`src/rtl/serial_char_receiver.sv`:
```
module serial_char_receiver #(
  parameter int X16_DIV = 16,
  parameter int X64_DIV = 64
) (
  input  logic       clk,
  input  logic       rst_n,
  input  logic       rxd,
  input  logic       rxc_tick,
  input  logic       rx_enable,
  input  logic [1:0] char_len,
  input  logic       parity_en,
  input  logic       parity_even,
  input  logic [1:0] baud_sel,
  input  logic       host_rd,
  input  logic       err_reset,
  output logic [7:0] rx_data,
  output logic       rx_ready,
  output logic       parity_err,
  output logic       framing_err,
  output logic       overrun_err
);

  localparam int CNT_W = $clog2(X64_DIV);
  localparam logic [CNT_W-1:0] F16 = CNT_W'(X16_DIV - 1);
  localparam logic [CNT_W-1:0] F64 = CNT_W'(X64_DIV - 1);
  localparam logic [CNT_W-1:0] H16 = CNT_W'(X16_DIV / 2 - 1);
  localparam logic [CNT_W-1:0] H64 = CNT_W'(X64_DIV / 2 - 1);

  typedef enum logic [2:0] {S_IDLE, S_START, S_DATA, S_PAR, S_STOP} st_t;

  st_t              state;
  logic [1:0]       sync_q;
  logic [CNT_W-1:0] cnt;
  logic [2:0]       bit_idx;
  logic [7:0]       shreg;
  logic             par_bit;

  wire line = sync_q[1];
  wire oversample = baud_sel[1];
  wire [CNT_W-1:0] full_m1 = (baud_sel == 2'b11) ? F64 : (baud_sel == 2'b10) ? F16 : '0;
  wire [CNT_W-1:0] half_m1 = (baud_sel == 2'b11) ? H64 : H16;
  wire [2:0] last_idx = {1'b1, char_len};
  wire at_bit = rxc_tick && (cnt == full_m1);
  wire complete = rx_enable && at_bit && (state == S_STOP);
  wire par_bad = parity_en && (par_bit != (^shreg ^ ~parity_even));

  always_ff @(posedge clk or negedge rst_n)
    if (!rst_n) sync_q <= 2'b11;
    else        sync_q <= {sync_q[0], rxd};

  always_ff @(posedge clk or negedge rst_n) begin
    if (!rst_n) begin
      state   <= S_IDLE;
      cnt     <= '0;
      bit_idx <= '0;
      shreg   <= '0;
      par_bit <= 1'b0;
    end else if (!rx_enable) begin
      state <= S_IDLE;
      cnt   <= '0;
    end else if (rxc_tick) begin
      case (state)
        S_IDLE:
          if (!line) begin
            cnt     <= '0;
            bit_idx <= '0;
            shreg   <= '0;
            par_bit <= 1'b0;
            state   <= oversample ? S_START : S_DATA;
          end
        S_START:
          if (cnt == half_m1) begin
            cnt   <= '0;
            state <= line ? S_IDLE : S_DATA;
          end else cnt <= cnt + 1'b1;
        S_DATA:
          if (at_bit) begin
            cnt            <= '0;
            shreg[bit_idx] <= line;
            if (bit_idx == last_idx) state <= parity_en ? S_PAR : S_STOP;
            else bit_idx <= bit_idx + 1'b1;
          end else cnt <= cnt + 1'b1;
        S_PAR:
          if (at_bit) begin
            cnt     <= '0;
            par_bit <= line;
            state   <= S_STOP;
          end else cnt <= cnt + 1'b1;
        S_STOP:
          if (at_bit) begin
            cnt   <= '0;
            state <= S_IDLE;
          end else cnt <= cnt + 1'b1;
        default: state <= S_IDLE;
      endcase
    end
  end

  always_ff @(posedge clk or negedge rst_n) begin
    if (!rst_n) begin
      rx_data     <= '0;
      rx_ready    <= 1'b0;
      parity_err  <= 1'b0;
      framing_err <= 1'b0;
      overrun_err <= 1'b0;
    end else begin
      if (complete) rx_data <= shreg;

      if (complete)     rx_ready <= 1'b1;
      else if (host_rd) rx_ready <= 1'b0;

      if (complete && rx_ready && !host_rd) overrun_err <= 1'b1;
      else if (err_reset)                   overrun_err <= 1'b0;

      if (complete && par_bad) parity_err <= 1'b1;
      else if (err_reset)      parity_err <= 1'b0;

      if (complete && !line) framing_err <= 1'b1;
      else if (err_reset)    framing_err <= 1'b0;
    end
  end

  assert_ready_clear_R5: assert property (@(posedge clk) disable iff (!rst_n)
    $fell(rx_ready) |-> $past(host_rd));

  assert_sticky_parity_R9: assert property (@(posedge clk) disable iff (!rst_n)
    $fell(parity_err) |-> $past(err_reset));

  assert_sticky_framing_R9: assert property (@(posedge clk) disable iff (!rst_n)
    $fell(framing_err) |-> $past(err_reset));

  assert_sticky_overrun_R9: assert property (@(posedge clk) disable iff (!rst_n)
    $fell(overrun_err) |-> $past(err_reset));

  assert_overrun_pending_R8: assert property (@(posedge clk) disable iff (!rst_n)
    $rose(overrun_err) |-> $past(rx_ready));

  assert_parity_enabled_R6: assert property (@(posedge clk) disable iff (!rst_n)
    $rose(parity_err) |-> $past(parity_en));

  assert_data_on_ready_R1: assert property (@(posedge clk) disable iff (!rst_n)
    !$stable(rx_data) |-> rx_ready);

  assert_disable_idle_R10: assert property (@(posedge clk) disable iff (!rst_n)
    !rx_enable |=> state == S_IDLE);

endmodule

```
`config.mk`:
```
export PLATFORM = sky130hd
export DESIGN_NAME = serial_char_receiver
export DESIGN_NICKNAME = d
export VERILOG_FILES = /design/src/rtl/serial_char_receiver.sv
export SDC_FILE = /design/constraint.sdc
export NUM_CORES = 1
export LEC_CHECK = 0
export CAP_MARGIN = 25
export CORE_AREA = 2 2 75 63
export CTS_CLUSTER_DIAMETER = 60
export DETAILED_ROUTE_END_ITERATION = 12
export DIE_AREA = 0 0 77 65
export DONT_BUFFER_PORTS = 1
export MAX_ROUTING_LAYER = met4
export PLACE_DENSITY = 0.7
export SYNTH_ARGS = -nofsm -noshare
export SYNTH_HDL_FRONTEND = slang
export SYNTH_SLANG_ARGS = --single-unit
```
`constraint.sdc`:
```
create_clock -name clk -period 2.3 [get_ports clk]
set_input_delay 0.115 -clock clk [delete_from_list [all_inputs] [get_ports clk]]
set_output_delay 0.115 -clock clk [all_outputs]
set_load 0.005 [all_outputs]
```
==> reports/results.ini, run 1 <==
[status]
status = completed

[drt]
postRouteWirelength_um = 4400
dr_total_vias = 1639
drc_errors = 0
drtAntennaViolNets = 0
avgRoutedWirePerCell_um = 15.5
drtIter0Drc = 150
first_pass_iters = 4
viasPerCell = 5.77

[worst_setup_path]
crit_family = simple AND/OR/NAND/NOR gates
endpoint_kind = register
cp.required_ns = 2.48
critPathBufInv = 0
critPathKind = reg2reg
slowest_stage = mux2_1
path_max_fanout = 12
path_cells = or3_4, a211o_1, nand2_1, nand4_2, mux2_1
cp_num_cells = 5
start_kind = register
r2r_cells = 5
worstPathArrival_ns = 2.29
slowest_delay_ns = 0.45

[die]
die_h_um = 65
io_pins = 25
rows = 22
die_area_um2 = 5010
die_x_um = 77
start_util = 0.468
coreArea_um2 = 4350

[cts]
clock_sinks = 35
h-tree-depth = 2
clock_latency_ns = 0.30
cts_inserted_buffers = 5
cts_tree = built
cts_buffer_depth = 2
cts_root_buffer = clkbuf_8
clk_pin_slew_worst_paths_ns = 0.08
cts-resized-gates = 0

[min_path]
whs_path_depth = 2
hp-class = in2reg

[layout]
fin_nets = 238
drive_gt1_frac = 0.143
final_util = 0.527
fin_area_um2 = 2290
layout_commonest_cell = dfrtp_1
mostFrequentLayoutCells = dfrtp_1 (33), nand2_1 (19), nor2_1 (15)
diodes = 0
areaGrowthSynthToFinish_pct = 12.7
nFillCells = 415

[sta]
max_slew_margin = 0.712
fin_crit_sh = 0.919
fin_skew_ns = 0.0114
period_minus_slack_ns = 2.11
fmax_mhz = 473
setup_tns_ns = 0
grt_setup_unrepaired = false
hold_viol = 0
setup_violations = 0
worst_slew_pin_slew_ns = 0.426
final_max_slew_viol_count = 0
whs_ns = 0.0142

[place]
placed_cell_area_um2 = 2130
dp_hpwl_um = 3220
finalWeightedCongestion = 0.829
port_buffers = 0

[global_route]
grt_overflow = 0
grt_pass1_wl_um = 7420
grt_antenna_before_repair = 0
grt_usage = 0.196
grt_pass1_vias = 1500
grt_max_degree = 36

[pwr]
ir_worst_vdd_mv = 0.293
p_per_area_nw_per_um2 = 563
finalPower_uw = 1290
p_leak_uw = 0.000990

[yosys]
yosysUniqueCellTypes = 50
synth.avg_cell_area_um2 = 9.64
synth.yosys.seq_area_share = 0.432
synth_cells = 211
synth_warnings = 0
netlist_area_um2 = 2030
syn_nets = 226
ys_ff_latch = 35

[job]
max-cap-violations = 0

area by class of cell:
| cell class | count | area, um^2 | share of cell area |
|---|---|---|---|
| Clock inverter | 3 | 20.0 | 0.00873 |
| Multi-Input combinational cell | 155 | 1070 | 0.466 |
| Clock buffer | 5 | 68.8 | 0.0300 |
| Timing Repair Buffer | 16 | 145 | 0.0633 |
| Tap cell | 60 | 75.1 | 0.0327 |
| Sequential cell | 35 | 878 | 0.383 |
| Inverter | 10 | 37.5 | 0.0164 |
layer usage:
| layer | vias to the layer above | GRT usage | share of wire |
|---|---|---|---|
| met5 | - | - | 0 |
| met4 | 0 | 0.0804 | 0.014 |
| met3 | 6 | 0.0571 | 0.074 |
| met2 | 47 | 0.264 | 0.42 |
| met1 | 780 | 0.275 | 0.50 |
| li1 | 806 | - | - |
state kept, by name, summed over array words and instances, names as in the netlist:
| name | count |
|---|---|
| rx_data | 8 |
| shreg | 8 |
| cnt | 6 |
| bit_idx | 3 |
| state | 3 |
| sync_q | 2 |
| framing_err | 1 |
| overrun_err | 1 |
| par_bit | 1 |
| parity_err | 1 |
| rx_ready | 1 |
power breakdown:
group | switching (uW) | internal (uW)
sequential | 23.5 | 629
combinational | 106 | 85.7
clock | 236 | 211
cell usage after synthesis, drive strengths merged:
master / count / area share
a2111oi: 1 / 0.0043
a211o: 4 / 0.018
a211oi: 2 / 0.0098
a21oi: 13 / 0.032
a222oi: 1 / 0.0049
a22o: 4 / 0.017
a2bb2oi: 1 / 0.0043
a311oi: 1 / 0.0043
a31oi: 3 / 0.0092
a32o: 2 / 0.0098
and2: 1 / 0.0031
and3: 1 / 0.0031
and4b: 2 / 0.0098
buf: 5 / 0.014
clkbuf: 6 / 0.011
dfrtp: 33 / 0.41
dfstp: 2 / 0.026
ha: 2 / 0.012
inv: 10 / 0.018
mux2: 10 / 0.055
mux2i: 4 / 0.020
nand2: 19 / 0.035
nand2b: 6 / 0.018
nand3: 8 / 0.020
nand4: 4 / 0.015
nor2: 15 / 0.028
nor2b: 2 / 0.0061
nor3: 3 / 0.0074
nor4: 3 / 0.0092
nor4b: 1 / 0.0043
o211ai: 1 / 0.0037
o21ai: 4 / 0.0098
o21bai: 1 / 0.0037
o22ai: 5 / 0.015
o2bb2ai: 6 / 0.026
o31ai: 2 / 0.0074
o32ai: 5 / 0.025
o41ai: 1 / 0.0043
or2: 2 / 0.0061
or3: 3 / 0.012
or3b: 1 / 0.0043
xnor2: 8 / 0.034
xor2: 3 / 0.013
metrics by stage:
| stage | instances | setup slack, ns |
|---|---|---|
| floorplan | 211 | 0.338 |
| global placement | 270 | 0.259 |
| detailed placement | 270 | 0.175 |
| CTS | 284 | 0.176 |
| global route | 284 | 0.0545 |
| finish | 284 | 0.186 |
repair_timing:
item                                   in CTS  in global routing
buffers inserted                            0                  0
endpoints found under the hold margin      46                  0
hold buffers                                6                  0
final timing paths:
path                                          start  slack (ns)                      to
worst max-delay path             cnt[5]$_DFFE_PN0P_        0.19  rx_data[7]$_DFFE_PN0P_
worst min-delay path                        host_rd        0.01    rx_ready$_DFFE_PN0P_
worst max register to register   cnt[5]$_DFFE_PN0P_        0.19  rx_data[7]$_DFFE_PN0P_
worst min register to register  sync_q[0]$_DFF_PN1_        0.36     sync_q[1]$_DFF_PN1_
max in group asynchronous                     rst_n        1.80     sync_q[0]$_DFF_PN1_
min in group asynchronous                     rst_n        0.24      cnt[5]$_DFFE_PN0P_
cells by family (layout without fill, tap and decap cells):
kind of cell / Yosys count / in the layout / synth area share
flip-flops: 35 / 35 / 0.432
AO/OA/AOI/OAI: 57 / 57 / 0.209
XOR/XNOR: 11 / 11 / 0.0474
buffers and inverters: 21 / 34 / 0.0431
multiplexers: 14 / 14 / 0.0750
AND/OR/NAND/NOR: 71 / 71 / 0.181
adder cells (fa/ha/maj): 2 / 2 / 0.0123
Note: power is estimated with default switching activity, not from simulation.
==> run 2: changes to the inputs <==
Settings changed: CORE_AREA 2 2 75 63 to 2 2 67 69, DIE_AREA 0 0 77 65 to 0 0 69 71, PLACE_DENSITY 0.7 to 0.71.
==> run 2 against run 1 <==
Against the previous run: non-clock buffer count fell by 3; die area fell by 2.1%; clock skew rose by 0.00098 ns; sequential power barely moved.
==> reports/results.ini, run 2 (synthesis results as in run 1) <==
[status]
status = completed

[die]
io_pins = 25  ; unchanged
coreArea_um2 = 4200  ; -3.3%
die_x_um = 69  ; -10%
die_area_um2 = 4900  ; -2.1%
die_h_um = 71  ; +9.2%
start_util = 0.484  ; +0.0161
rows = 24  ; +9.1%

[sta]
grt_setup_unrepaired = false
whs_ns = 0.00698  ; -0.00722 ns
final_max_slew_viol_count = 0  ; unchanged
setup_tns_ns = 0  ; unchanged
worst_slew_pin_slew_ns = 0.440  ; +0.0140 ns
setup_violations = 0  ; unchanged
period_minus_slack_ns = 2.00  ; -0.109 ns
max_slew_margin = 0.707  ; -0.00563
hold_viol = 0  ; unchanged
fmax_mhz = 499  ; +5.4%
fin_crit_sh = 0.872  ; -0.0474
fin_skew_ns = 0.0124  ; +0.000977 ns

[layout]
areaGrowthSynthToFinish_pct = 11.1
mostFrequentLayoutCells = dfrtp_1 (33), nand2_1 (19), nor2_1 (15)
layout_commonest_cell = dfrtp_1
fin_area_um2 = 2260  ; -1.4%
drive_gt1_frac = 0.131  ; -0.0116
fin_nets = 235  ; -1.3%
ff_latch_area_um2 = 878  ; unchanged
multiInputGateArea_um2 = 1070  ; unchanged
diodes = 0  ; unchanged
stdcell_count = 273  ; -3.9%
largestRegisters = rx_data: 8 flops, shreg: 8 flops, cnt: 6 flops
nFillCells = 384  ; -7.5%

[worst_setup_path]
r2r-start = cnt[5]$_DFFE_PN0P_
cp.required_ns = 2.49  ; about the same
ff2ff_setup_slack_ns = 0.30  ; +0.11 ns
critPathKind = reg2reg
path_max_fanout = 8  ; -4
start_kind = register
r2r_end = shreg[1]$_DFFE_PN0P_
r2r_cells = 5  ; unchanged
worstPathArrival_ns = 2.20  ; -0.09 ns
endpoint_kind = register

[place]
place_inst = 259  ; -4.1%
finalWeightedCongestion = 0.856  ; +3.3%
port_buffers = 0  ; unchanged
placed_cell_area_um2 = 2100  ; -1.5%
dp_hpwl_um = 3090  ; -3.9%

[pwr]
p_leak_uw = 0.000974  ; -1.7%
p_per_area_nw_per_um2 = 571  ; +1.4%
finalPower_uw = 1290  ; about the same
ir_worst_vdd_mv = 0.221  ; -25%

[cts]
cts_hold_buf = 6  ; unchanged
clock_latency_ns = 0.30  ; about the same
cts-resized-gates = 0  ; unchanged
clk_pin_slew_worst_paths_ns = 0.08  ; about the same
cts_root_buffer = clkbuf_8
cts_setup_buffers = 0  ; unchanged
clock_sinks = 35  ; unchanged
cts_tree = built
cts_inserted_buffers = 5  ; unchanged
cts_buffer_depth = 2  ; unchanged
h-tree-depth = 2  ; unchanged

[drt]
first_pass_iters = 4  ; unchanged
postRouteWirelength_um = 4420  ; +0.48%
drc_errors = 0  ; unchanged
dr_total_vias = 1683  ; +2.7%
avgRoutedWirePerCell_um = 16.2  ; +4.5%
drtIter0Drc = 130  ; -13%
drtAntennaViolNets = 0  ; unchanged
viasPerCell = 6.16  ; +6.8%

[min_path]
worstHoldStart = host_rd
whs_path_depth = 2  ; unchanged
hold_end = rx_ready$_DFFE_PN0P_
hp-class = in2reg

[global_route]
grt_usage = 0.198  ; +0.00174
grt_pass1_wl_um = 7490  ; +0.93%
grt_antenna_before_repair = 0  ; unchanged
grt_max_degree = 36  ; unchanged
grt_overflow = 0  ; unchanged
grt_pass1_vias = 1605  ; +7.0%

[job]
max-cap-violations = 0  ; unchanged

==> run 2: cell count changes in the layout (fill, tap and decap cells not counted), sizes merged <==
cell	delta
buf	-3
==> run 2: area by class of cell <==
class / instances / share of cell area
Clock buffer: 5 / 0.0304
Timing Repair Buffer: 13 / 0.0542
Clock inverter: 3 / 0.00885
Inverter: 10 / 0.0166
Tap cell: 52 / 0.0288
Multi-Input combinational cell: 155 / 0.473
Sequential cell: 35 / 0.388
==> run 2: critical path, stage by stage (launching register included) <==
cell and delay, ns:
dfrtp_1 0.43, or3_4 0.35, a211o_1 0.34, a211o_2 0.42, o2bb2ai_1 0.15, a22o_1 0.22
==> run 2: report_power, final <==
group          total, uW  internal (uW)  switching [uW]  leakage [uW]
Clock                450            211             240     0.0000402
Combinational        187           82.9             104      0.000453
Sequential           653            629            23.2      0.000481
Total               1290            923             367      0.000974
==> run 2: worst max-delay path by stage <==
stage,start,to,slack [ns],cells after the start
finish,cnt[5]$_DFFE_PN0P_,shreg[1]$_DFFE_PN0P_,0.30,5
global placement,cnt[5]$_DFFE_PN0P_,shreg[1]$_DFFE_PN0P_,0.34,5
global route,state[1]$_DFFE_PN0P_,state[2]$_DFFE_PN0P_,0.08,5
CTS,cnt[5]$_DFFE_PN0P_,shreg[1]$_DFFE_PN0P_,0.30,5
floorplan,cnt[4]$_DFFE_PN0P_,shreg[1]$_DFFE_PN0P_,0.34,5
detailed placement,cnt[5]$_DFFE_PN0P_,shreg[1]$_DFFE_PN0P_,0.28,5
==> run 2: through the flow <==
stage	util	worst slack, ns
floorplan	-	0.338
global placement	0.500	0.336
detailed placement	0.500	0.285
CTS	0.538	0.297
global route	0.538	0.0812
finish	0.538	0.295
==> run 2: layer usage <==
layer / global-route usage / routed length [um] / vias to the layer above / share of wire
met1: 0.261 / 2050 / 806 / 0.46
met3: 0.0442 / 319 / 8 / 0.072
met4: 0.102 / 99 / 0 / 0.022
li1: - / - / 804 / -
met2: 0.285 / 1950 / 65 / 0.44
met5: - / 0 / - / 0
